===== src/rtl/tmerge_pkg.sv =====
package tmerge_pkg;
  localparam int unsigned SRC_CNT = 2;
  localparam int unsigned SRC_W   = $clog2(SRC_CNT);
  localparam int unsigned LEG_CNT = 2;

  typedef logic [SRC_W-1:0] src_idx_t;

  localparam src_idx_t SRC_A = src_idx_t'(0);
  localparam src_idx_t SRC_B = src_idx_t'(1);

  localparam int unsigned LEG_DATA = 0;
  localparam int unsigned LEG_TAG  = 1;
endpackage


===== src/rtl/rr_lock_pick.sv =====
// Round-robin chooser that freezes its choice from the first offer
// until the chosen requester is consumed.
module rr_lock_pick #(
  parameter int unsigned N  = 2,
  parameter int unsigned IW = (N > 1) ? $clog2(N) : 1
) (
  input  logic          clk,
  input  logic          rst_n,
  input  logic [N-1:0]  req,
  input  logic          consume,
  output logic [IW-1:0] grant,
  output logic          have
);
  logic [IW-1:0] ptr_q;
  logic [IW-1:0] held_q;
  logic          locked_q;
  logic [IW-1:0] rr_idx;
  logic [IW-1:0] next_ptr;

  // scan from the pointer upward; the lowest offset that requests wins
  always_comb begin
    rr_idx = ptr_q;
    for (int k = N - 1; k >= 0; k--) begin
      int unsigned pos;
      pos = (int'(ptr_q) + k) % N;
      if (req[pos]) rr_idx = IW'(pos);
    end
  end

  assign grant    = locked_q ? held_q : rr_idx;
  assign have     = req[grant];
  assign next_ptr = IW'((int'(grant) + 1) % N);

  always_ff @(posedge clk or negedge rst_n) begin
    if (!rst_n) begin
      ptr_q    <= '0;
      held_q   <= '0;
      locked_q <= 1'b0;
    end else if (consume) begin
      locked_q <= 1'b0;
      ptr_q    <= next_ptr;
    end else if (have && !locked_q) begin
      locked_q <= 1'b1;
      held_q   <= rr_idx;
    end
  end
endmodule


===== src/rtl/fork_leg.sv =====
// One output of an eager fork: offers once, remembers delivery.
module fork_leg (
  input  logic clk,
  input  logic rst_n,
  input  logic offer,
  input  logic take,
  input  logic clear,
  output logic valid,
  output logic finished
);
  logic sent_q;
  logic fire;

  assign valid    = offer & ~sent_q;
  assign fire     = valid & take;
  assign finished = sent_q | fire;

  always_ff @(posedge clk or negedge rst_n) begin
    if (!rst_n)     sent_q <= 1'b0;
    else if (clear) sent_q <= 1'b0;
    else if (fire)  sent_q <= 1'b1;
  end
endmodule


===== src/rtl/payload_sel.sv =====
module payload_sel #(
  parameter int unsigned N  = 2,
  parameter int unsigned W  = 16,
  parameter int unsigned IW = (N > 1) ? $clog2(N) : 1
) (
  input  logic [N*W-1:0] flat,
  input  logic [IW-1:0]  sel,
  output logic [W-1:0]   out
);
  always_comb begin
    out = flat[W-1:0];
    for (int i = 0; i < N; i++) begin
      if (sel == IW'(i)) out = flat[i*W +: W];
    end
  end
endmodule


===== src/rtl/tagged_merge2.sv =====
module tagged_merge2
  import tmerge_pkg::*;
#(
  parameter int unsigned DATA_W = 16
) (
  input  logic              clk,
  input  logic              rst_n,
  input  logic              a_valid,
  output logic              a_ready,
  input  logic [DATA_W-1:0] a_data,
  input  logic              b_valid,
  output logic              b_ready,
  input  logic [DATA_W-1:0] b_data,
  output logic              out_valid,
  input  logic              out_ready,
  output logic [DATA_W-1:0] out_data,
  output logic              tag_valid,
  input  logic              tag_ready,
  output logic              tag_idx
);
  logic [SRC_CNT-1:0]        src_valid;
  logic [SRC_CNT-1:0]        src_ready;
  logic [SRC_CNT*DATA_W-1:0] src_flat;
  src_idx_t                  grant;
  logic                      have;
  logic                      all_done;
  logic                      consume;
  logic [LEG_CNT-1:0]        leg_take;
  logic [LEG_CNT-1:0]        leg_valid;
  logic [LEG_CNT-1:0]        leg_fin;

  assign src_valid = {b_valid, a_valid};
  assign src_flat  = {b_data, a_data};

  rr_lock_pick #(.N(SRC_CNT), .IW(SRC_W)) picker_i (
    .clk     (clk),
    .rst_n   (rst_n),
    .req     (src_valid),
    .consume (consume),
    .grant   (grant),
    .have    (have)
  );

  payload_sel #(.N(SRC_CNT), .W(DATA_W), .IW(SRC_W)) mux_i (
    .flat (src_flat),
    .sel  (grant),
    .out  (out_data)
  );

  assign leg_take[LEG_DATA] = out_ready;
  assign leg_take[LEG_TAG]  = tag_ready;

  generate
    for (genvar g = 0; g < LEG_CNT; g++) begin : g_leg
      fork_leg leg_i (
        .clk      (clk),
        .rst_n    (rst_n),
        .offer    (have),
        .take     (leg_take[g]),
        .clear    (consume),
        .valid    (leg_valid[g]),
        .finished (leg_fin[g])
      );
    end
  endgenerate

  assign all_done = &leg_fin;
  assign consume  = have & all_done;

  generate
    for (genvar s = 0; s < SRC_CNT; s++) begin : g_rdy
      assign src_ready[s] = consume & (grant == src_idx_t'(s));
    end
  endgenerate

  assign a_ready   = src_ready[SRC_A];
  assign b_ready   = src_ready[SRC_B];
  assign out_valid = leg_valid[LEG_DATA];
  assign tag_valid = leg_valid[LEG_TAG];
  assign tag_idx   = grant[0];
endmodule


===== config.mk =====
export PLATFORM = sky130hd
export DESIGN_NAME = tagged_merge2
export DESIGN_NICKNAME = d
export VERILOG_FILES = /design/src/rtl/tmerge_pkg.sv /design/src/rtl/rr_lock_pick.sv /design/src/rtl/fork_leg.sv /design/src/rtl/payload_sel.sv /design/src/rtl/tagged_merge2.sv
export SDC_FILE = /design/constraint.sdc
export NUM_CORES = 1
export LEC_CHECK = 0
export BUFFER_PORTS_ARGS = -buffer_cell sky130_fd_sc_hd__clkbuf_2
export CAP_MARGIN = 20
export CORE_UTILIZATION = 37
export DETAILED_ROUTE_END_ITERATION = 10
export PLACE_DENSITY = 0.87
export SLEW_MARGIN = 20
export SYNTH_ARGS = -nofsm -noshare
export SYNTH_HDL_FRONTEND = slang
export SYNTH_HIERARCHICAL = 1
export SYNTH_SLANG_ARGS = --single-unit

===== constraint.sdc =====
create_clock -name clk -period 6.1 [get_ports clk]
set_clock_uncertainty 0.15 [all_clocks]
set_input_delay 1.22 -clock clk [delete_from_list [all_inputs] [get_ports clk]]
set_output_delay 1.22 -clock clk [all_outputs]
set_load 0.05 [all_outputs]

# Word-level counts from Yosys, hierarchy flattened
# Index checks and enable logic that the tools add are counted.
# word_totals
regBits	5
latch_bits	0
ramBits	0
rom_bits	0
input_bits	38
output_inout_bits	21
wordCells	46
n_memories	0
# op_classes
n_addsub	2
n_mul	0
div_mod_pow	0
magnitude_cmp	3
eq_ne	0
n_shift	0
muxes	16
n_bitwise	13
n_reduce_logical	7
# op_table
cell	n
two-way mux 16 bit	1
two-way mux 1 bit	15
bitwise AND 1 bit	7
< comparator 1 x 2 -> 1 bit, second input constant	3
nonzero test 2 bit	3
inverter 1 bit	4
AND reduction 2 bit	2
adder 1 bit, second input constant	2
bitwise OR 1 bit	2
logical AND 1 bit	1
logical NOT 1 bit	1

# Longest topological paths before layout
# logic_depth
word_depth	15
mapped_depth	8

# Modules after synthesis
# Netlist, hierarchy kept.
# by_module_without_submodules
mod	n_inst	cells_each	area_per_inst_um2	seq_area_each_um2
payload_sel	1	18	249.0	0.0
rr_lock_pick	1	22	188.9	75.1
fork_leg	2	4	52.6	25.0
tagged_merge2	1	3	25.0	0.0

# Worst setup path after synthesis
# OpenSTA, ideal clock, no wires.
# synth_path
kind	input port to output port
startpoint	in a_valid
endpoint	out out_data[10]
arrival_ns	3.393
required_time_ns	4.730
path_slack_ns	1.337
cell_stages	6
cell_sequence	inv_1 -> o21bai_1 -> o21ai_0 -> buf_6 -> buf_12 -> mux2_4
# synth_via
elab_chain_len	6
word_cells_on_any_way	8
# synth_rtl
element	line	source
start: declaration	tagged_merge2.sv:8	input logic a_valid,
two-way mux 1 bit (implied by the code) (2 in a row)	rr_lock_pick.sv:26	if (req[pos]) rr_idx = IW'(pos);
two-way mux 1 bit	rr_lock_pick.sv:26	
two-way mux 1 bit (*)	rr_lock_pick.sv:26	
two-way mux 1 bit (*)	rr_lock_pick.sv:30	assign grant = locked_q ? held_q : rr_idx;
net tag_idx	tagged_merge2.sv:19	output logic tag_idx
two-way mux 16 bit (*)	payload_sel.sv:13	if (sel == IW'(i)) out = flat[i*W +: W];
end: declaration	tagged_merge2.sv:16	output logic [DATA_W-1:0] out_data,
# Mark *: on every way through the listed nets, which the timed path passes. The rest lies on a longest branch. The select of a mux whose other input is x is not followed.

# Final worst setup path
# layout_path
startpoint	in a_valid
endpoint	out out_data[15]
# layout_via
elab_chain_len	6
word_cells_on_any_way	8
# layout_rtl
element	line
two-way mux 1 bit (implied by the code) (2 in a row)	rr_lock_pick.sv:26
two-way mux 1 bit	rr_lock_pick.sv:26
two-way mux 1 bit (*)	rr_lock_pick.sv:26
two-way mux 1 bit (*)	rr_lock_pick.sv:30
two-way mux 16 bit (*)	payload_sel.sv:13
# Mark *: on every way between the ends. The rest lies on a longest branch, timed or not. The select of a mux whose other input is x is not followed.

==> out/metrics.csv <==
stage;metric;value;unit
run_status;status;completed;
clock_tree;Post-CTS Repair Setup Buffers;0;
place;total placed cells including tap cells;122;
die;core outline area;1366;µm²
run;max cap viols;0;
die;die area;1696;µm²
drt;DRT iter0 DRCs;11;
finish;fill cell count;113;
place;Post-DP HPWL;1286;µm
finish;fin cells;126;
drt;DR vias/cell;4.929;
sta;final hold viol count;0;
clock_tree;Post-CTS Hold Fix Bufs;0;
synthesis;#FFs+latches synth;5;
synthesis;Synth Warn #;6;
sta;setup violators final;0;
clock_tree;Worst-Skew Late Latency;0.24;ns
sta;Fin Hold WS;0.4467;ns
place;port bufs;58;
place;Setup WS pre-CTS;1.713;ns
worst_setup_path;critical path class;input port to primary output;
worst_setup_path;worst-path fanout max;19;
finish;fraction of layout cells with a size suffix above 1;72.07;%
die;chip height;41.18;µm
drt;DRC viols;0;
clock_tree;CTS Buf Count;3;
finish;Final Util;64.10;%
grt;initial antenna violation count;0;
clock_tree;TritonCTS clock tree;yes;
worst_setup_path;CP arrival;3.03;ns
place;gpl congestion;0.7605;
finish;nets;150;
grt;GRT Util Overall;16.80;%
grt;largest net degree at the start of global routing;20;
sta;Slew @ Worst Pin;1.048;ns
die;I/O Pins;59;
clock_tree;post-CTS sizing;0;
sta;worst setup margin;1.700;ns
sta;setup TNS;0;ns
synthesis;Yosys cell types;24;
worst_setup_path;crit path launch;a_valid;
sta;maximum clock frequency;227.3;MHz
worst_setup_path;kind of end point of the critical path;primary output;
worst_hold_path;Worst Hold Class;flip-flop to flip-flop;
sta;crit share post-route;72.13;%
finish;# diodes;0;
synthesis;sequential-to-total area share from yosys stat;22.03;%
finish;storage element area;125.1;µm²
drt;Final ANT Viol Nets;0;
worst_hold_path;hold_sp;picker_i/held_q;
die;num rows;13;
finish;Area Growth Syn to Fin;54.18;%
finish;area of the multi-input gates;407.9;µm²
worst_setup_path;Worst Path Required;4.73;ns
clock_tree;Max clock buf depth;2;
sta;fin. max-slew vios;0;
sta;relative slew slack;30.15;%
synthesis;Synth Cell Area;568.0;µm²
power_and_ir_drop;Max rail drop VDD;0.0003167;V
synthesis;Mapped Nets;89;
worst_setup_path;critical path startpoint category;input port;
clock_tree;root buffer cell;clkbuf_4;
drt;total routed wirelength;1536;µm
synthesis;syn avg cell area;11.14;µm²
die;starting density of the core;41.58;%
grt;remaining global-route overflow;0;
finish;most frequent cells in the layout;clkbuf_2 (58), mux2_4 (10), mux2_2 (6), dfrtp_1 (5);
drt;routed length per instance;12.19;µm
sta;RSZ-0062 raised after global routing;false;
grt;global-route wire length before repair;1752;µm
synthesis;Post-Syn Instances;51;
clock_tree;htree depth;1;
power_and_ir_drop;P per Cell Area;659.7;nW/µm²
drt;Vias;621;
die;die width;41.18;µm
sta;min Tclk post-route;4.400;ns
finish;commonest non-fill, non-tap cell in the layout;clkbuf_2;
drt;Initial DRT Pass Iterations;2;
worst_setup_path;FF-to-FF Start;picker_i/locked_q;
clock_tree;CTS sink cnt;5;
clock_tree;clock slew at reported path FFs;0.05;ns
grt;vias in the first global route;437;
power_and_ir_drop;Leakage;0.5190;nW
worst max-delay path: stages:
cell and delay [ns]:
clkbuf_2 0.13, inv_1 0.11, o21bai_1 0.08, o21ai_2 0.83, mux2_2 0.42, clkbuf_2 0.24
worst paths after layout:
path	cells past startpoint	slack, ns	endpoint
hold reg to reg	2	0.45	picker_i/held_q
min in group asynchronous	1	0.63	g_leg[0].leg_i/sent_q
setup reg to reg	8	3.52	picker_i/ptr_q
setup / recovery	6	1.70	out_data[15]
max in group asynchronous	1	5.02	picker_i/ptr_q
hold / removal	2	0.45	picker_i/held_q
cell usage after synthesis:
library cell  number  share of area (%)
a21o_1             2                2.6
a21oi_1            3                2.6
a311oi_1           1                1.5
a31oi_1            2                2.2
and2b_1            1                1.3
and3_1             1                1.1
and4_1             1                1.5
and4b_1            1                1.8
and4bb_1           1                2.2
buf_12             1                3.5
buf_6              1                2.0
dfrtp_1            5                 22
inv_1              2                1.3
mux2_2             6                 12
mux2_4            10                 26
mux2i_1            1                1.8
nand2_1            2                1.3
nor2_1             2                1.3
nor2b_1            2                2.2
nor2b_4            2                4.8
nor3_1             1               0.88
o21ai_0            1               0.88
o21bai_1           1                1.3
o31ai_1            1                1.3
metal layers:
layer	vias up	track usage (%)	routed length, µm
met4	0	10.48	23
li1	317	-	-
met3	2	6.522	197
met1	266	16.07	546
met2	36	29.69	768
met5	-	0	0
layout make-up:
class | instances | share of cell area, %
multi-input combinational | 42 | 46.57
sequential | 5 | 14.29
tap | 15 | 2.143
inverter | 2 | 0.8571
timing repair buffer | 58 | 33.14
clock buffer | 4 | 3.000
sequential cells by signal, summed over array words and instances, names as in the netlist:
register,flops
g_leg.leg_i/sent_q,2
picker_i/held_q,1
picker_i/locked_q,1
picker_i/ptr_q,1
cell families (layout without fill, tap and decap cells):
| kind of cell | count (synthesis) | after routing | synth area share [%] |
|---|---|---|---|
| compound gates | 11 | 11 | 12.55 |
| flops | 5 | 5 | 22.03 |
| mux | 17 | 17 | 40.09 |
| buf+inv | 4 | 64 | 6.829 |
| simple gates | 14 | 14 | 18.50 |
per-stage QoR:
| step | cell area (µm²) | total power (W) |
|---|---|---|
| 6_report | 875.8 | 0.0005778 |
| 5_1_grt | 875.8 | 0.0006147 |
| 4_1_cts | 875.8 | 0.0005822 |
| 3_5_place_dp | 849.6 | 0.0005422 |
| 3_3_place_gp | 849.6 | 0.0005306 |
| 2_1_floorplan | 568.0 | 0.0004834 |
power by group:
part	switching, W	internal (W)	leakage (nW)
Sequential	0.0000162	0.0000502	0.0574
Clock	0.0000129	0.0000247	0.0150
Combinational	0.000314	0.000159	0.447
Total	0.000343	0.000234	0.519
No activity file was read; power rests on OpenSTA's default activity.
